$ cat config.mk
export PLATFORM = sky130hd
export DESIGN_NAME = tk_regbank
export DESIGN_NICKNAME = d
export VERILOG_FILES = /design/src/rtl/tk_pkg.sv /design/src/rtl/tk_counters.sv /design/src/rtl/tk_ctrl.sv /design/src/rtl/tk_regbank.sv
export SDC_FILE = /design/constraint.sdc
export NUM_CORES = 1
export LEC_CHECK = 0
export BUFFER_PORTS_ARGS = -buffer_cell sky130_fd_sc_hd__buf_2
export CAP_MARGIN = 40
export CORE_MARGIN = 8
export CORE_UTILIZATION = 49
export DETAILED_ROUTE_END_ITERATION = 8
export GPL_TIMING_DRIVEN = 0
export PLACE_DENSITY = 0.7
export SLEW_MARGIN = 20
export SYNTH_ARGS = -nofsm -noshare
export SYNTH_HDL_FRONTEND = slang
export SYNTH_SLANG_ARGS = --single-unit
$ cat constraint.sdc
create_clock -name clk -period 3.2 [get_ports clk]
set_clock_uncertainty 0.1 [all_clocks]
set_input_delay 0.16 -clock clk [delete_from_list [all_inputs] [get_ports clk]]
set_output_delay 0.16 -clock clk [all_outputs]
set_load 0.01 [all_outputs]
$ cat src/rtl/tk_pkg.sv
package tk_pkg;

    typedef enum logic [1:0] {ST_RUN, ST_RDHALT, ST_WRHALT, ST_XFER} tk_state_e;

    typedef struct packed {
        logic [7:0] yr;
        logic [4:0] mon;
        logic [5:0] date;
        logic [2:0] dow;
        logic [5:0] hr;
        logic [6:0] mn;
        logic [6:0] sec;
    } tk_time_t;

    localparam tk_time_t TK_RESET = '{yr: 8'h00, mon: 5'h01, date: 6'h01,
                                      dow: 3'd1, hr: 6'h00, mn: 7'h00, sec: 7'h00};

    // BCD increment of a two-digit value; caller handles the wrap point
    function automatic logic [7:0] bcd_inc(input logic [7:0] v);
        if (v[3:0] == 4'd9) return {v[7:4] + 4'd1, 4'd0};
        return {v[7:4], v[3:0] + 4'd1};
    endfunction

    // value = 10*t + u; mod 4 equals (2*t + u) mod 4
    function automatic logic bcd_leap(input logic [7:0] y);
        logic [4:0] s;
        s = {y[7:4], 1'b0} + {1'b0, y[3:0]};
        return (s[1:0] == 2'd0);
    endfunction

    function automatic logic [5:0] month_last(input logic [4:0] m, input logic [7:0] y);
        case (m)
            5'h02:                      return bcd_leap(y) ? 6'h29 : 6'h28;
            5'h04, 5'h06, 5'h09, 5'h11: return 6'h30;
            default:                    return 6'h31;
        endcase
    endfunction

endpackage

$ cat src/rtl/tk_counters.sv
module tk_counters
    import tk_pkg::*;
(
    input  logic     clk,
    input  logic     rst_n,
    input  logic     step,
    input  logic     load,
    input  tk_time_t load_val,
    output tk_time_t cnt
);
    tk_time_t   nxt;
    logic [7:0] i_sec, i_mn, i_hr, i_date, i_mon, i_yr;
    logic       c_sec, c_mn, c_hr, c_date, c_mon;

    assign i_sec  = bcd_inc({1'b0, cnt.sec});
    assign i_mn   = bcd_inc({1'b0, cnt.mn});
    assign i_hr   = bcd_inc({2'b0, cnt.hr});
    assign i_date = bcd_inc({2'b0, cnt.date});
    assign i_mon  = bcd_inc({3'b0, cnt.mon});
    assign i_yr   = bcd_inc(cnt.yr);

    always_comb begin
        c_sec  = (cnt.sec == 7'h59);
        c_mn   = c_sec && (cnt.mn == 7'h59);
        c_hr   = c_mn && (cnt.hr == 6'h23);
        c_date = c_hr && (cnt.date == month_last(cnt.mon, cnt.yr));
        c_mon  = c_date && (cnt.mon == 5'h12);

        nxt      = cnt;
        nxt.sec  = c_sec ? 7'h00 : i_sec[6:0];
        if (c_sec) nxt.mn   = (cnt.mn == 7'h59) ? 7'h00 : i_mn[6:0];
        if (c_mn)  nxt.hr   = (cnt.hr == 6'h23) ? 6'h00 : i_hr[5:0];
        if (c_hr)  nxt.dow  = (cnt.dow == 3'd7) ? 3'd1 : cnt.dow + 3'd1;
        if (c_hr)  nxt.date = c_date ? 6'h01 : i_date[5:0];
        if (c_date) nxt.mon = (cnt.mon == 5'h12) ? 5'h01 : i_mon[4:0];
        if (c_mon) nxt.yr   = (cnt.yr == 8'h99) ? 8'h00 : i_yr;
    end

    always_ff @(posedge clk or negedge rst_n) begin
        if (!rst_n)     cnt <= TK_RESET;
        else if (load)  cnt <= load_val;
        else if (step)  cnt <= nxt;
    end
endmodule

$ cat src/rtl/tk_ctrl.sv
module tk_ctrl
    import tk_pkg::*;
(
    input  logic      clk,
    input  logic      rst_n,
    input  logic      ctrl_wr,
    input  logic      w_bit,
    input  logic      r_bit,
    input  logic      r_held,
    output tk_state_e st,
    output logic      copy_en,
    output logic      load
);
    tk_state_e st_nx;

    always_ff @(posedge clk or negedge rst_n) begin
        if (!rst_n) st <= ST_RUN;
        else        st <= st_nx;
    end

    always_comb begin
        st_nx = st;
        unique case (st)
            ST_RUN, ST_RDHALT: begin
                if (ctrl_wr) st_nx = w_bit ? ST_WRHALT : (r_bit ? ST_RDHALT : ST_RUN);
            end
            ST_WRHALT: begin
                if (ctrl_wr && !w_bit) st_nx = ST_XFER;
            end
            ST_XFER: st_nx = r_held ? ST_RDHALT : ST_RUN;
        endcase
    end

    always_comb begin
        copy_en = (st == ST_RUN);
        load    = (st == ST_XFER);
    end
endmodule

$ cat src/rtl/tk_regbank.sv
module tk_regbank
    import tk_pkg::*;
#(
    parameter int unsigned ADDR_W = 13,
    parameter logic [ADDR_W-1:0] BASE = 13'h1FF8,
    parameter int unsigned NREG = 8
) (
    input  logic              clk,
    input  logic              rst_n,
    input  logic              tick_1hz,
    input  logic              bus_wr,
    input  logic              bus_rd,
    input  logic [ADDR_W-1:0] bus_addr,
    input  logic [7:0]        bus_wdata,
    output logic [7:0]        bus_rdata
);
    localparam int unsigned OFS_W = $clog2(NREG);

    tk_time_t         cnt, vis;
    tk_state_e        st;
    logic             copy_en, load, step, upd_pend, stop_q;
    logic [7:0]       ctrl_q, rd_mux;
    logic             in_win, wr_hit, ctrl_wr;
    logic [OFS_W-1:0] ofs;

    assign in_win  = (bus_addr[ADDR_W-1:OFS_W] == BASE[ADDR_W-1:OFS_W]);
    assign ofs     = bus_addr[OFS_W-1:0];
    assign wr_hit  = bus_wr && in_win;
    assign ctrl_wr = wr_hit && (ofs == '0);
    assign step    = tick_1hz && !stop_q;

    tk_counters u_cnt (
        .clk(clk), .rst_n(rst_n), .step(step), .load(load),
        .load_val(vis), .cnt(cnt)
    );

    tk_ctrl u_ctl (
        .clk(clk), .rst_n(rst_n), .ctrl_wr(ctrl_wr),
        .w_bit(bus_wdata[7]), .r_bit(bus_wdata[6]), .r_held(ctrl_q[6]),
        .st(st), .copy_en(copy_en), .load(load)
    );

    // copy decision is latched at the tick, so a halt in that cycle cannot cancel it
    always_ff @(posedge clk or negedge rst_n) begin
        if (!rst_n) upd_pend <= 1'b0;
        else        upd_pend <= step && copy_en;
    end

    always_ff @(posedge clk or negedge rst_n) begin
        if (!rst_n) begin
            ctrl_q <= 8'h00;
            stop_q <= 1'b0;
        end else begin
            if (ctrl_wr) ctrl_q <= bus_wdata;
            if (wr_hit && ofs == OFS_W'(1)) stop_q <= bus_wdata[7];
        end
    end

    always_ff @(posedge clk or negedge rst_n) begin
        if (!rst_n) begin
            vis <= TK_RESET;
        end else if (upd_pend) begin
            vis <= cnt;
        end else if (wr_hit) begin
            case (ofs)
                OFS_W'(1): vis.sec  <= bus_wdata[6:0];
                OFS_W'(2): vis.mn   <= bus_wdata[6:0];
                OFS_W'(3): vis.hr   <= bus_wdata[5:0];
                OFS_W'(4): vis.dow  <= bus_wdata[2:0];
                OFS_W'(5): vis.date <= bus_wdata[5:0];
                OFS_W'(6): vis.mon  <= bus_wdata[4:0];
                OFS_W'(7): vis.yr   <= bus_wdata;
                default: ;
            endcase
        end
    end

    always_comb begin
        case (ofs)
            OFS_W'(0): rd_mux = ctrl_q;
            OFS_W'(1): rd_mux = {stop_q, vis.sec};
            OFS_W'(2): rd_mux = {1'b0, vis.mn};
            OFS_W'(3): rd_mux = {2'b0, vis.hr};
            OFS_W'(4): rd_mux = {5'b0, vis.dow};
            OFS_W'(5): rd_mux = {2'b0, vis.date};
            OFS_W'(6): rd_mux = {3'b0, vis.mon};
            default:   rd_mux = vis.yr;
        endcase
    end

    always_ff @(posedge clk or negedge rst_n) begin
        if (!rst_n)      bus_rdata <= 8'h00;
        else if (bus_rd) bus_rdata <= in_win ? rd_mux : 8'h00;
    end
endmodule

==> results.py <==
metrics = {
    "synth": {
        "netlist_top_cells_count": "dfrtp_1, nand2_1, o21ai_0",
        "synth_most_common_cell": "dfrtp_1",
        "synth_enable_flop_cells": 0,
        "synth_area_sq_um": 6030,
        "netlist_top_cells_area": "dfrtp_1, mux2i_1, o21ai_0",
        "yosys.cell_types.count": 68,
        "synthArstFlopShare_pct": 100,
        "synth.avg_cell_area_sq_um": 9.19,
        "synthesis.nets": 701,
        "yosysTopAreaCell": "dfrtp_1",
        "postSynthRegisterBits": 104,
        "fraction_of_synthesized_cell_area_taken_by_the_top_area_cell_type_pct": 40.7,
        "yosysSeqAreaShare_pct": 43.3,
        "yosys_warnings": 0,
        "synth_ff_type": "dfrtp_1",
        "netlist_instances": 656,
    },
    "drt": {
        "antenna_viol_nets_final": 0,
        "drc": 0,
        "route.detailed.wl_per_inst_um": 22.0,
        "dr_total_vias": 5364,
        "first_iter_violations": 493,
        "viasPerCell": 6.29,
        "wirelength_um": 18800,
        "first_pass_iters": 5,
    },
    "run_status": {
        "outcome": "completed",
    },
    "floorplanning": {
        "num_io_pins": 34,
        "core.rowCount": 40,
        "dieWidth_um": 127,
        "start_util_pct": 50.2,
        "core-area_sq_um": 12000,
        "floorplan.die_area_sq_um": 16100,
        "fp.dieH_um": 127,
    },
    "clock_tree": {
        "htree_num_levels": 3,
        "cts_repair_resize_count": 0,
        "clk-insertion-delay-late_ns": 0.36,
        "cts-root-to-sink-buffers": 2,
        "clkSlewWorstSetupHoldPaths_ns": 0.07,
        "numClockSinks": 104,
        "tritoncts": "built",
        "post-cts-setup-buffers": 0,
        "cts-root-buf": "clkbuf_16",
        "cts_buffers": 9,
    },
    "critical_path": {
        "critical-path-max-stage-delay_ns": 0.65,
        "cells_along_the_critical_path": "and2_1, clkbuf_1, clkbuf_1, buf_1, nand2_1, o31ai_1",
        "worst_ep_arrival_time_ns": 3.00,
        "critical_path_class": "flip-flop to flip-flop",
        "cp_common_cell": "clkbuf_1",
        "cp_data_required_time_ns": 3.36,
        "crit_path_buf_inv_count": 3,
        "crit_fanout": 10,
        "crit_path_top_delay_cell": "clkbuf_1",
        "cp-start-kind": "flip-flop",
        "end_kind": "flip-flop",
        "path_delay_family": "buffers and inverters",
    },
    "global_routing": {
        "global_route_wire_length_before_repair_um": 29700,
        "antenna_found_initial": 1,
        "first_global_vias": 5120,
        "grt_max_degree": 54,
        "grt-ovfl-total": 0,
        "grtUsageTotal_pct": 24.0,
    },
    "final_layout": {
        "post_route_cells_drive_above_1_share_pct": 11.5,
        "register_area_sq_um": 2610,
        "area_delta_synth_final_pct": 11.8,
        "utilization_pct": 56.1,
        "final_cell_area_sq_um": 6740,
        "nFillCells": 1073,
        "insertedDiodeCount": 0,
        "multi_input_comb_area_sq_um": 3190,
        "fin_nets": 746,
    },
    "power_and_ir_drop": {
        "fin_total_pwr_w": 0.00304,
        "power_density_over_cell_area_nw_per_um2": 450,
        "p_leak_nw": 2.95,
        "power.ir.vdd_worst_v": 0.000388,
    },
    "place": {
        "dpl-instance-area_sq_um": 6410,
        "placement.setup.worst_slack_ns": 0.491,
        "dp.final_hpwl_um": 13500,
        "place.port_buffers": 31,
        "place.gp.congestion": 0.921,
    },
    "timing": {
        "finalSetupTns_ns": 0,
        "report.final.hold_viol_count": 0,
        "maxClockFrequency_mhz": 352,
        "worst_slew_margin_rel_pct": 45.3,
        "final_critical_path_setup_slack_ns": 0.360,
        "worst_max_slew_pin_slew_ns": 0.812,
        "timing.final.crit_share_pct": 88.7,
        "maxSlewViolCount": 0,
        "period_needed_ns": 2.84,
        "rsz_0062_raised_after_global_routing": "false",
        "report.final.setup_viol": 0,
    },
    "run": {
        "cap_viol_max_count": 0,
    },
    "hold_path": {
        "hold_path.class": "primary input to flip-flop",
    },
}
[what timing repair did]
action,4_1_cts,5_1_grt
hold buffers,1,0
endpoints found under the hold margin,51,0
endpoints found under the setup margin,0,0
[cells by family after synthesis]
group / synth area share (%)
buf+inv: 3.88
mux: 11.4
compound gates: 18.9
xor+xnor: 0.436
flops: 43.3
simple gates: 18.2
fa+ha+maj: 3.94
[cells in the final DEF, fill, tap and decap left out, types with 6 or more instances in the layout]
master,instances
or3_1,9
o211ai_1,6
inv_1,25
clkbuf_1,30
nand2b_1,8
nand2_1,92
nor2_1,40
nand3_1,16
mux2_2,11
a31oi_1,12
a21oi_1,30
buf_2,31
o22ai_1,9
dfrtp_1,98
nor4_1,7
dfstp_2,6
o21ai_0,83
nor3_1,11
nor3b_1,8
mux2i_1,54
ha_1,19
clkbuf_16,9
[through the flow]
| stage | std cells | hold slack (ns) |
|---|---|---|
| global route | 853 | 0.105 |
| detailed placement | 836 | 0.0421 |
| CTS | 853 | 0.0974 |
| finish | 853 | 0.105 |
| global placement | 834 | 0.373 |
| floorplan | 656 | -0.236 |
[per-layer routing]
layer	up-vias	track usage (%)	wire, um
met5	-	0	13
met1	2650	32.0	8060
met2	208	36.2	8440
met3	37	8.17	1750
li1	2467	-	-
met4	2	7.00	490
[state kept, by name (all words and copies together) (netlist names)]
register	count
vis	42
u_ctl.st	2
u_cnt.cnt	42
bus_rdata	8
upd_pend	1
ctrl_q	8
stop_q	1
[worst reg2reg max path, stage by stage, from the launching register on]
cell      delay [ns]
dfrtp_1         0.45
and2_1          0.24
clkbuf_1        0.49
clkbuf_1        0.65
buf_1           0.60
nand2_1         0.12
o31ai_1         0.10
[area by class of cell]
class                           count  area share [%]
Buffer                             34            2.02
Clock buffer                       12            3.66
Clock inverter                      4            1.13
Inverter                           26            1.45
Multi-Input combinational cell    492            47.2
Sequential cell                   104            38.7
Tap cell                          147            2.73
Timing Repair Buffer               34            3.06
[final timing paths]
| kind | startpoint | end | slack, ns | cells after the start |
|---|---|---|---|---|
| hold / removal | bus_rd | bus_rdata[2]$_DFFE_PN0P_ | 0.11 | 2 |
| setup / recovery | u_ctl.st[1]$_DFFE_PN0P_ | u_cnt.cnt[32]$_DFFE_PN0P_ | 0.36 | 6 |
| setup reg to reg | u_ctl.st[1]$_DFFE_PN0P_ | u_cnt.cnt[32]$_DFFE_PN0P_ | 0.36 | 6 |
| hold reg to reg | u_ctl.st[0]$_DFFE_PN0P_ | upd_pend$_DFF_PN0_ | 0.41 | 1 |
| min in group asynchronous | rst_n | ctrl_q[0]$_DFFE_PN0P_ | 0.21 | 2 |
| max in group asynchronous | rst_n | u_cnt.cnt[20]$_DFFE_PN1P_ | 2.09 | 3 |
[power by group]
part	switching (W)	leakage [nW]	internal, W
combinational	0.000203	1.56	0.000120
sequential	0.0000959	1.24	0.00139
clock	0.000516	0.153	0.000711
total	0.000814	2.95	0.00222
(Power assumes the default switching activity.)
